### src/rtl/kwd_pkg.sv
package kwd_pkg;
  localparam int ADDR_W = 7;
  localparam int CNT_W  = 16;

  localparam logic [ADDR_W-1:0] A_CFG  = 7'h01;
  localparam logic [ADDR_W-1:0] A_PSEL = 7'h02;
  localparam logic [ADDR_W-1:0] A_PWHI = 7'h03;
  localparam logic [ADDR_W-1:0] A_PWLO = 7'h04;
  localparam logic [ADDR_W-1:0] A_CTRL = 7'h05;
  localparam logic [ADDR_W-1:0] A_WDLO = 7'h06;
  localparam logic [ADDR_W-1:0] A_KEY  = 7'h07;
  localparam logic [ADDR_W-1:0] A_WDHI = 7'h09;
  localparam logic [ADDR_W-1:0] A_PWCL = 7'h40;
  localparam logic [ADDR_W-1:0] A_PWCH = 7'h41;
  localparam logic [ADDR_W-1:0] A_WDCL = 7'h60;
  localparam logic [ADDR_W-1:0] A_WDCH = 7'h61;

  localparam logic [7:0] KEY_BYTE = 8'h5C;

  // configuration bit positions
  localparam int CFG_KEYEN = 5;
  localparam int CFG_WDSRC = 4;
  localparam int CFG_LKWD  = 3;
  localparam int CFG_LKPW  = 2;
  localparam int CFG_LKPS  = 1;
  localparam int CFG_LKCFG = 0;

  // control bit positions
  localparam int CTL_PWRLD  = 0;
  localparam int CTL_PERMIT = 4;
  localparam int CTL_STOP   = 5;

  typedef enum logic [1:0] {
    RATE_FAST = 2'd0,
    RATE_MID  = 2'd1,
    RATE_SLOW = 2'd2,
    RATE_SLW2 = 2'd3
  } rate_e;
endpackage

### src/rtl/kwd_prescaler.sv
module kwd_prescaler
  import kwd_pkg::*;
#(
  parameter int DIV_MID  = 32,
  parameter int DIV_SLOW = 1024
) (
  input  logic  clk,
  input  logic  rst_n,
  input  logic  tick_i,
  input  logic  clr_i,
  input  rate_e rate_i,
  output logic  tick_o
);
  localparam int CW = (DIV_SLOW > 2) ? $clog2(DIV_SLOW) : 1;

  logic [CW-1:0] cnt_q, cnt_d, limit;

  always_comb begin
    unique case (rate_i)
      RATE_FAST: limit = '0;
      RATE_MID:  limit = CW'(DIV_MID - 1);
      default:   limit = CW'(DIV_SLOW - 1);
    endcase
    tick_o = tick_i && (cnt_q == limit);
    cnt_d  = cnt_q;
    if (clr_i)       cnt_d = '0;
    else if (tick_i) cnt_d = (cnt_q == limit) ? '0 : cnt_q + 1'b1;
  end

  always_ff @(posedge clk or negedge rst_n) begin
    if (!rst_n) cnt_q <= '0;
    else        cnt_q <= cnt_d;
  end
endmodule

### src/rtl/kwd_downcnt.sv
module kwd_downcnt #(
  parameter int           W    = 16,
  parameter logic [W-1:0] INIT = '0
) (
  input  logic         clk,
  input  logic         rst_n,
  input  logic         load_i,
  input  logic [W-1:0] load_val_i,
  input  logic         tick_i,
  input  logic         run_i,
  output logic [W-1:0] cnt_o,
  output logic         hit_o
);
  logic [W-1:0] cnt_q, cnt_d;
  logic         step;

  always_comb begin
    step  = !load_i && run_i && tick_i && (cnt_q != '0);
    hit_o = step && (cnt_q == W'(1));
    cnt_d = cnt_q;
    if (load_i)    cnt_d = load_val_i;
    else if (step) cnt_d = cnt_q - 1'b1;
  end

  always_ff @(posedge clk or negedge rst_n) begin
    if (!rst_n) cnt_q <= INIT;
    else        cnt_q <= cnt_d;
  end

  assign cnt_o = cnt_q;
endmodule

### src/rtl/kwd_top.sv
module kwd_top
  import kwd_pkg::*;
#(
  parameter int               DIV_MID  = 32,
  parameter int               DIV_SLOW = 1024,
  parameter logic [CNT_W-1:0] WD_INIT  = '1
) (
  input  logic              clk,
  input  logic              rst_n,
  input  logic              bus_wr_i,
  input  logic [ADDR_W-1:0] bus_addr_i,
  input  logic [7:0]        bus_wdata_i,
  output logic [7:0]        bus_rdata_o,
  input  logic              tick_i,
  output logic              irq_o,
  output logic              rst_req_o
);
  // reset: asserted asynchronously, released on the clock
  logic rst_meta_q, rst_sync_n;
  always_ff @(posedge clk or negedge rst_n) begin
    if (!rst_n) begin
      rst_meta_q <= 1'b0;
      rst_sync_n <= 1'b0;
    end else begin
      rst_meta_q <= 1'b1;
      rst_sync_n <= rst_meta_q;
    end
  end

  logic [5:0]       cfg_q, cfg_d;
  rate_e            psel_q, psel_d;
  logic [CNT_W-1:0] pw_ld_q, pw_ld_d, wd_ld_q, wd_ld_d;
  logic             permit_q, permit_d, wd_halt_q, halt_d;
  logic             pend_q, pend_d, rstreq_q;

  logic wr_cfg, wr_psel, wr_pwhi, wr_pwlo, wr_ctrl, wr_wdlo, wr_wdhi;
  logic wd_load, pw_load, pre_tick, wd_tick, pw_hit, wd_hit;
  logic [CNT_W-1:0] pw_cnt, wd_cnt;

  // write decode with lock gating
  always_comb begin
    wr_cfg  = bus_wr_i && (bus_addr_i == A_CFG)  && !cfg_q[CFG_LKCFG];
    wr_psel = bus_wr_i && (bus_addr_i == A_PSEL) && !cfg_q[CFG_LKPS];
    wr_pwhi = bus_wr_i && (bus_addr_i == A_PWHI) && !cfg_q[CFG_LKPW];
    wr_pwlo = bus_wr_i && (bus_addr_i == A_PWLO) && !cfg_q[CFG_LKPW];
    wr_wdhi = bus_wr_i && (bus_addr_i == A_WDHI) && !cfg_q[CFG_LKWD];
    wr_wdlo = bus_wr_i && (bus_addr_i == A_WDLO) && !cfg_q[CFG_LKWD];
    wr_ctrl = bus_wr_i && (bus_addr_i == A_CTRL);
    wd_load = bus_wr_i && (bus_addr_i == A_KEY) && (bus_wdata_i == KEY_BYTE)
              && cfg_q[CFG_KEYEN];
    pw_load = wr_ctrl && bus_wdata_i[CTL_PWRLD];
  end

  // next state
  always_comb begin
    cfg_d    = cfg_q;
    psel_d   = psel_q;
    pw_ld_d  = pw_ld_q;
    wd_ld_d  = wd_ld_q;
    permit_d = permit_q;
    halt_d   = wd_halt_q;
    pend_d   = pend_q;
    if (wr_cfg)  cfg_d = {bus_wdata_i[5:4], bus_wdata_i[3:0] | cfg_q[3:0]};
    if (wr_psel) psel_d = rate_e'(bus_wdata_i[1:0]);
    if (wr_pwhi) pw_ld_d[15:8] = bus_wdata_i;
    if (wr_pwlo) pw_ld_d[7:0]  = bus_wdata_i;
    if (wr_wdhi) wd_ld_d[15:8] = bus_wdata_i;
    if (wr_wdlo) wd_ld_d[7:0]  = bus_wdata_i;
    if (wr_ctrl) begin
      permit_d = bus_wdata_i[CTL_PERMIT];
      halt_d   = bus_wdata_i[CTL_PERMIT] &&
                 (bus_wdata_i[CTL_STOP] || wd_halt_q);
    end
    if (wd_load) halt_d = 1'b0;
    if (pw_load)     pend_d = 1'b0;
    else if (pw_hit) pend_d = 1'b1;
  end

  always_ff @(posedge clk or negedge rst_sync_n) begin
    if (!rst_sync_n) begin
      cfg_q     <= '0;
      psel_q    <= RATE_FAST;
      pw_ld_q   <= '0;
      wd_ld_q   <= WD_INIT;
      permit_q  <= 1'b0;
      wd_halt_q <= 1'b0;
      pend_q    <= 1'b0;
      rstreq_q  <= 1'b0;
    end else begin
      cfg_q     <= cfg_d;
      psel_q    <= psel_d;
      pw_ld_q   <= pw_ld_d;
      wd_ld_q   <= wd_ld_d;
      permit_q  <= permit_d;
      wd_halt_q <= halt_d;
      pend_q    <= pend_d;
      rstreq_q  <= wd_hit;
    end
  end

  kwd_prescaler #(.DIV_MID(DIV_MID), .DIV_SLOW(DIV_SLOW)) u_psc (
    .clk(clk), .rst_n(rst_sync_n), .tick_i(tick_i), .clr_i(wr_psel),
    .rate_i(psel_q), .tick_o(pre_tick)
  );

  assign wd_tick = cfg_q[CFG_WDSRC] ? pre_tick : tick_i;

  kwd_downcnt #(.W(CNT_W), .INIT('0)) u_pw (
    .clk(clk), .rst_n(rst_sync_n), .load_i(pw_load), .load_val_i(pw_ld_q),
    .tick_i(pre_tick), .run_i(1'b1), .cnt_o(pw_cnt), .hit_o(pw_hit)
  );

  kwd_downcnt #(.W(CNT_W), .INIT(WD_INIT)) u_wd (
    .clk(clk), .rst_n(rst_sync_n), .load_i(wd_load), .load_val_i(wd_ld_q),
    .tick_i(wd_tick), .run_i(!wd_halt_q), .cnt_o(wd_cnt), .hit_o(wd_hit)
  );

  // read mux
  always_comb begin
    unique case (bus_addr_i)
      A_CFG:   bus_rdata_o = {2'b00, cfg_q};
      A_PSEL:  bus_rdata_o = {6'd0, psel_q};
      A_PWHI:  bus_rdata_o = pw_ld_q[15:8];
      A_PWLO:  bus_rdata_o = pw_ld_q[7:0];
      A_CTRL:  bus_rdata_o = {3'b000, permit_q, 4'b0000};
      A_WDLO:  bus_rdata_o = wd_ld_q[7:0];
      A_WDHI:  bus_rdata_o = wd_ld_q[15:8];
      A_PWCL:  bus_rdata_o = pw_cnt[7:0];
      A_PWCH:  bus_rdata_o = pw_cnt[15:8];
      A_WDCL:  bus_rdata_o = wd_cnt[7:0];
      A_WDCH:  bus_rdata_o = wd_cnt[15:8];
      default: bus_rdata_o = 8'h00;
    endcase
  end

  assign irq_o     = pend_q;
  assign rst_req_o = rstreq_q;
endmodule

### config.mk
export PLATFORM = sky130hd
export DESIGN_NAME = kwd_top
export DESIGN_NICKNAME = d
export VERILOG_FILES = /design/src/rtl/kwd_pkg.sv /design/src/rtl/kwd_prescaler.sv /design/src/rtl/kwd_downcnt.sv /design/src/rtl/kwd_top.sv
export SDC_FILE = /design/constraint.sdc
export NUM_CORES = 1
export LEC_CHECK = 0
export BUFFER_PORTS_ARGS = -buffer_cell sky130_fd_sc_hd__buf_2
export CAP_MARGIN = 20
export CORE_AREA = 2 2 108 110
export CTS_CLUSTER_SIZE = 20
export DETAILED_ROUTE_END_ITERATION = 8
export DIE_AREA = 0 0 110 112
export PLACE_DENSITY = 0.71
export SLEW_MARGIN = 5
export SYNTH_ARGS = -nofsm -noshare
export SYNTH_HDL_FRONTEND = slang
export SYNTH_HIERARCHICAL = 1
export SYNTH_SLANG_ARGS = --single-unit
### constraint.sdc
create_clock -name clk -period 4.9 [get_ports clk]
set_input_delay 0.245 -clock clk [delete_from_list [all_inputs] [get_ports clk]]
set_output_delay 0.245 -clock clk [all_outputs]
set_load 0.02 [all_outputs]
==> summary.md <==
| Metric | Value |
|---|---|
| Clock Tree Buf Depth | 2 |
| DR top layer | met4 |
| Starting density of the core | 0.4905 |
| Register area | roughly 2200 um^2 |
| CP max FO | 8 |
| Met2 WL post-DR | roughly 7000 um |
| Clk pin slew, worst setup/hold paths | 60 ps |
| Grt ovf | 0 |
| Max IR drop VDD | between 200 and 250 uV |
| Worst setup EP type | flip-flop |
| Post-synth design cell area | around 5500 um^2 |
| Slew headroom | 0.3201 |
| Root buf cell | clkbuf_16 |
| Slew Limit Fails | 0 |
| CTS Hold Bufs | 1 |
| CTS tree | yes |
| Crit path from | u_psc/cnt_q[2] |
| CP required | between 5000 and 6000 ps |
| Top post-synthesis cells by area | dfrtp_1 26%, dfstp_2 15%, mux2_2 8.2%, nand2_1 2.9%, nor3_1 2.4% |
| Largest net degree at the start of global routing | 48 |
| Via count | approximately 4.9k |
| Synth Flop Type | dfrtp_1 |
| Inserted Diodes | 0 |
| M1 WL | between 7000 and 8000 um |
| Vias per Instance | just under 7 |
| Synth cell count leaders | 56 x dfrtp_1, 43 x nand2_1, 40 x mux2_2 |
| Clk sinks | about 90 |
| Fmax | roughly 300 MHz |
| First-pass GRT wire length | 25880 um |
| Final HPWL DP | approximately 12000 um |
| DR DRC count | 0 |
| Vias in the first global route | 4757 |
| Clock Skews | between 10 and 15 ps |
| Core ar. | 11170 um^2 |
| Proportion of layout cells with a drive suffix above 1 | 0.2521 |
| Sw Ratio | 0.3203 |
| Die W | between 100 and 150 um |
| Netlist cell types | 75 |
| Yosys synthesis warning count | 6 |
| Die H | about 110 um |
| Routed Antenna Nets | 0 |
| CP Class | flip-flop to flip-flop |
| Clk_lat worst skew | roughly 360 ps |
| Max Cap Violations | 0 |
| R2r worst-path depth | 9 |
| Setup violators final | 0 |
| Critical Path Source Type | flip-flop |
| Total GRT Usage | 0.2763 |
| Synth Register Bits | between 80 and 90 |
| Setup_tns | 0 ps |
| Reg-to-reg endpoint | u_wd/cnt_o[13] |
| Leakage | roughly 0.0024 uW |
| CTS Buf Count | 9 |
| Drt first pass iters | 5 |
| H-tree lvl count | 3 |
| Total Routed Length | 15930 um |
| Gpl congestion | approximately 0.94 |
| Register share of total power | 0.439 |
| Final Hold Fails | 0 |
| Hold Slack | around 190 ps |
| Fin crit share | 0.6837 |
| Number of cell rows | 39 |
| Final Net Count | around 600 |
| Initial antenna violation count | 0 |
| Synth top area share | 0.2556 |
| Switching power | 764.2 uW |
| Register area share after synthesis | 0.4090 |
| Placed insts | approximately 710 |
| Fill cell count | 1003 |
| Asr flop ratio synth | 1.000 |
| Critical path capture point | u_wd/cnt_o[13] |
| Cell internal pwr | 1622 uW |
| Top Ports | 29 |
| Reg2Reg Setup Slack | approximately 1500 ps |
| Synthesis-to-finish area growth | 10.29% |
| Crit path DAT | roughly 3600 ps |
| Post-Syn Instances | ~560 |
| RSZ-0062 raised after global routing | no |
| Area occupied by multi-input gates | between 3000 and 4000 um^2 |
| PwrDens | about 400 nW/um^2 |
| Post-CTS Setup Inserts | 0 |
| Utilization after layout | 0.5410 |
| Post-Layout Cell Count | 726 |
| Post-synth EDFFs | 0 |
| Hold WC Path Type | primary input to flip-flop |
| Crit Reg-Reg Startpoint | u_psc/cnt_q[2] |
| Power share of the clock group | 0.344 |
| Top-count cell post-synth | dfrtp_1 |
| Syn_area_per_cell | a little under 10 um^2 |
| Post-layout minimum cycle time | 3350 ps |
| Metal3 WL | approximately 1200 um |
| PostCTS Resize Cnt | 0 |
| DRT iter0 DRCs | 602 |
| Wirelength per Cell | roughly 22 um |
| Actual slew at the worst max-slew pin | about 1000 ps |
| Logic pwr share | 0.216 |
| Port Buffers | 28 |
| Die ar. | about 12000 um^2 |
| Outcome | finished, final reports clean |
| Post-synth top area cell | dfrtp_1 |
layout by cell type (no fill, tap or decap), types with 5 or more instances in the layout:
master      n
o21ai_0    16
o211ai_1    8
dfstp_2    32
a22oi_1     5
or4_1      14
or4_4       8
a211oi_1    6
conb_1      5
a21oi_1     8
nand2_1    43
buf_2      28
mux2_2     40
dfrtp_1    55
ha_1        5
nand4_1    19
o31ai_1    11
or3_1       7
nor2_1     33
inv_1      19
mux2i_1    11
nor3_1     26
o2111ai_1   6
a32oi_1     5
clkbuf_16   9
a31oi_1    16
nand3_1    21
o41ai_1     7
nor4_1     19
nand3b_1    9
routing by layer:
layer / vias up / track usage
met3: 33 / 0.04859
met1: 2440 / 0.4143
met5: - / 0
met4: 0 / 0.1122
li1: 2216 / -
met2: 225 / 0.3918
worst max-delay path, stage by stage, from the launching register on:
cell	delay [ps]
dfrtp_1	440
nor4_1	330
nand2_1	100
a21oi_2	340
and2_1	260
mux2_2	230
or4bb_1	490
or4_4	480
or4_1	420
a31oi_1	180
power groups by stage:
stage	sequential [uW]	combinational, uW	clock [uW]
global route	1070	575	856
floorplan	992	412	0
finish	1050	516	822
detailed placement	1050	505	0
CTS	1040	507	833
global placement	1050	490	0
metrics by stage:
stage / instance area [um^2] / total power, uW / setup WS [ps]
floorplan: 5497 / 1404 / 1992
global placement: 5680 / 1536 / 1652
detailed placement: 5680 / 1559 / 1585
CTS: 6046 / 2383 / 1571
global route: 6046 / 2498 / 1304
finish: 6046 / 2386 / 1550
registers in the layout (all words and copies together), names as in the netlist:
| register | cells |
|---|---|
| psel_q | 2 |
| rst_sync_n | 1 |
| rst_req_o | 1 |
| wd_ld_q | 16 |
| u_pw/cnt_o | 16 |
| irq_o | 1 |
| wd_halt_q | 1 |
| cfg_q | 6 |
| pw_ld_q | 16 |
| u_wd/cnt_o | 16 |
| rst_meta_q | 1 |
| u_psc/cnt_q | 10 |
| permit_q | 1 |
worst min-delay path by stage:
stage | end | from | cells after the start
after floorplan | rst_meta_q | rst_n | 0
after global placement | rst_meta_q | rst_n | 1
after detailed placement | rst_meta_q | rst_n | 1
after CTS | rst_sync_n | rst_n | 2
after global routing | rst_sync_n | rst_n | 2
final | pw_ld_q[7] | bus_wdata_i[7] | 2
logic make-up after synthesis:
logic type,synth area share
xor+xnor,0.006392
other cells,0.0006841
simple gates,0.2652
fa+ha+maj,0.01141
mux,0.1077
flops,0.4090
compound gates,0.1532
buf+inv,0.04634
layout make-up:
cell class / count / area share
repair buffers: 33 / 0.02980
flip-flops and latches: 88 / 0.3715
clock inverters: 5 / 0.01697
clock buffers: 11 / 0.04180
well taps: 143 / 0.02959
inverters: 21 / 0.01304
multi-input cells: 425 / 0.4973
(Power assumes the default switching activity.)
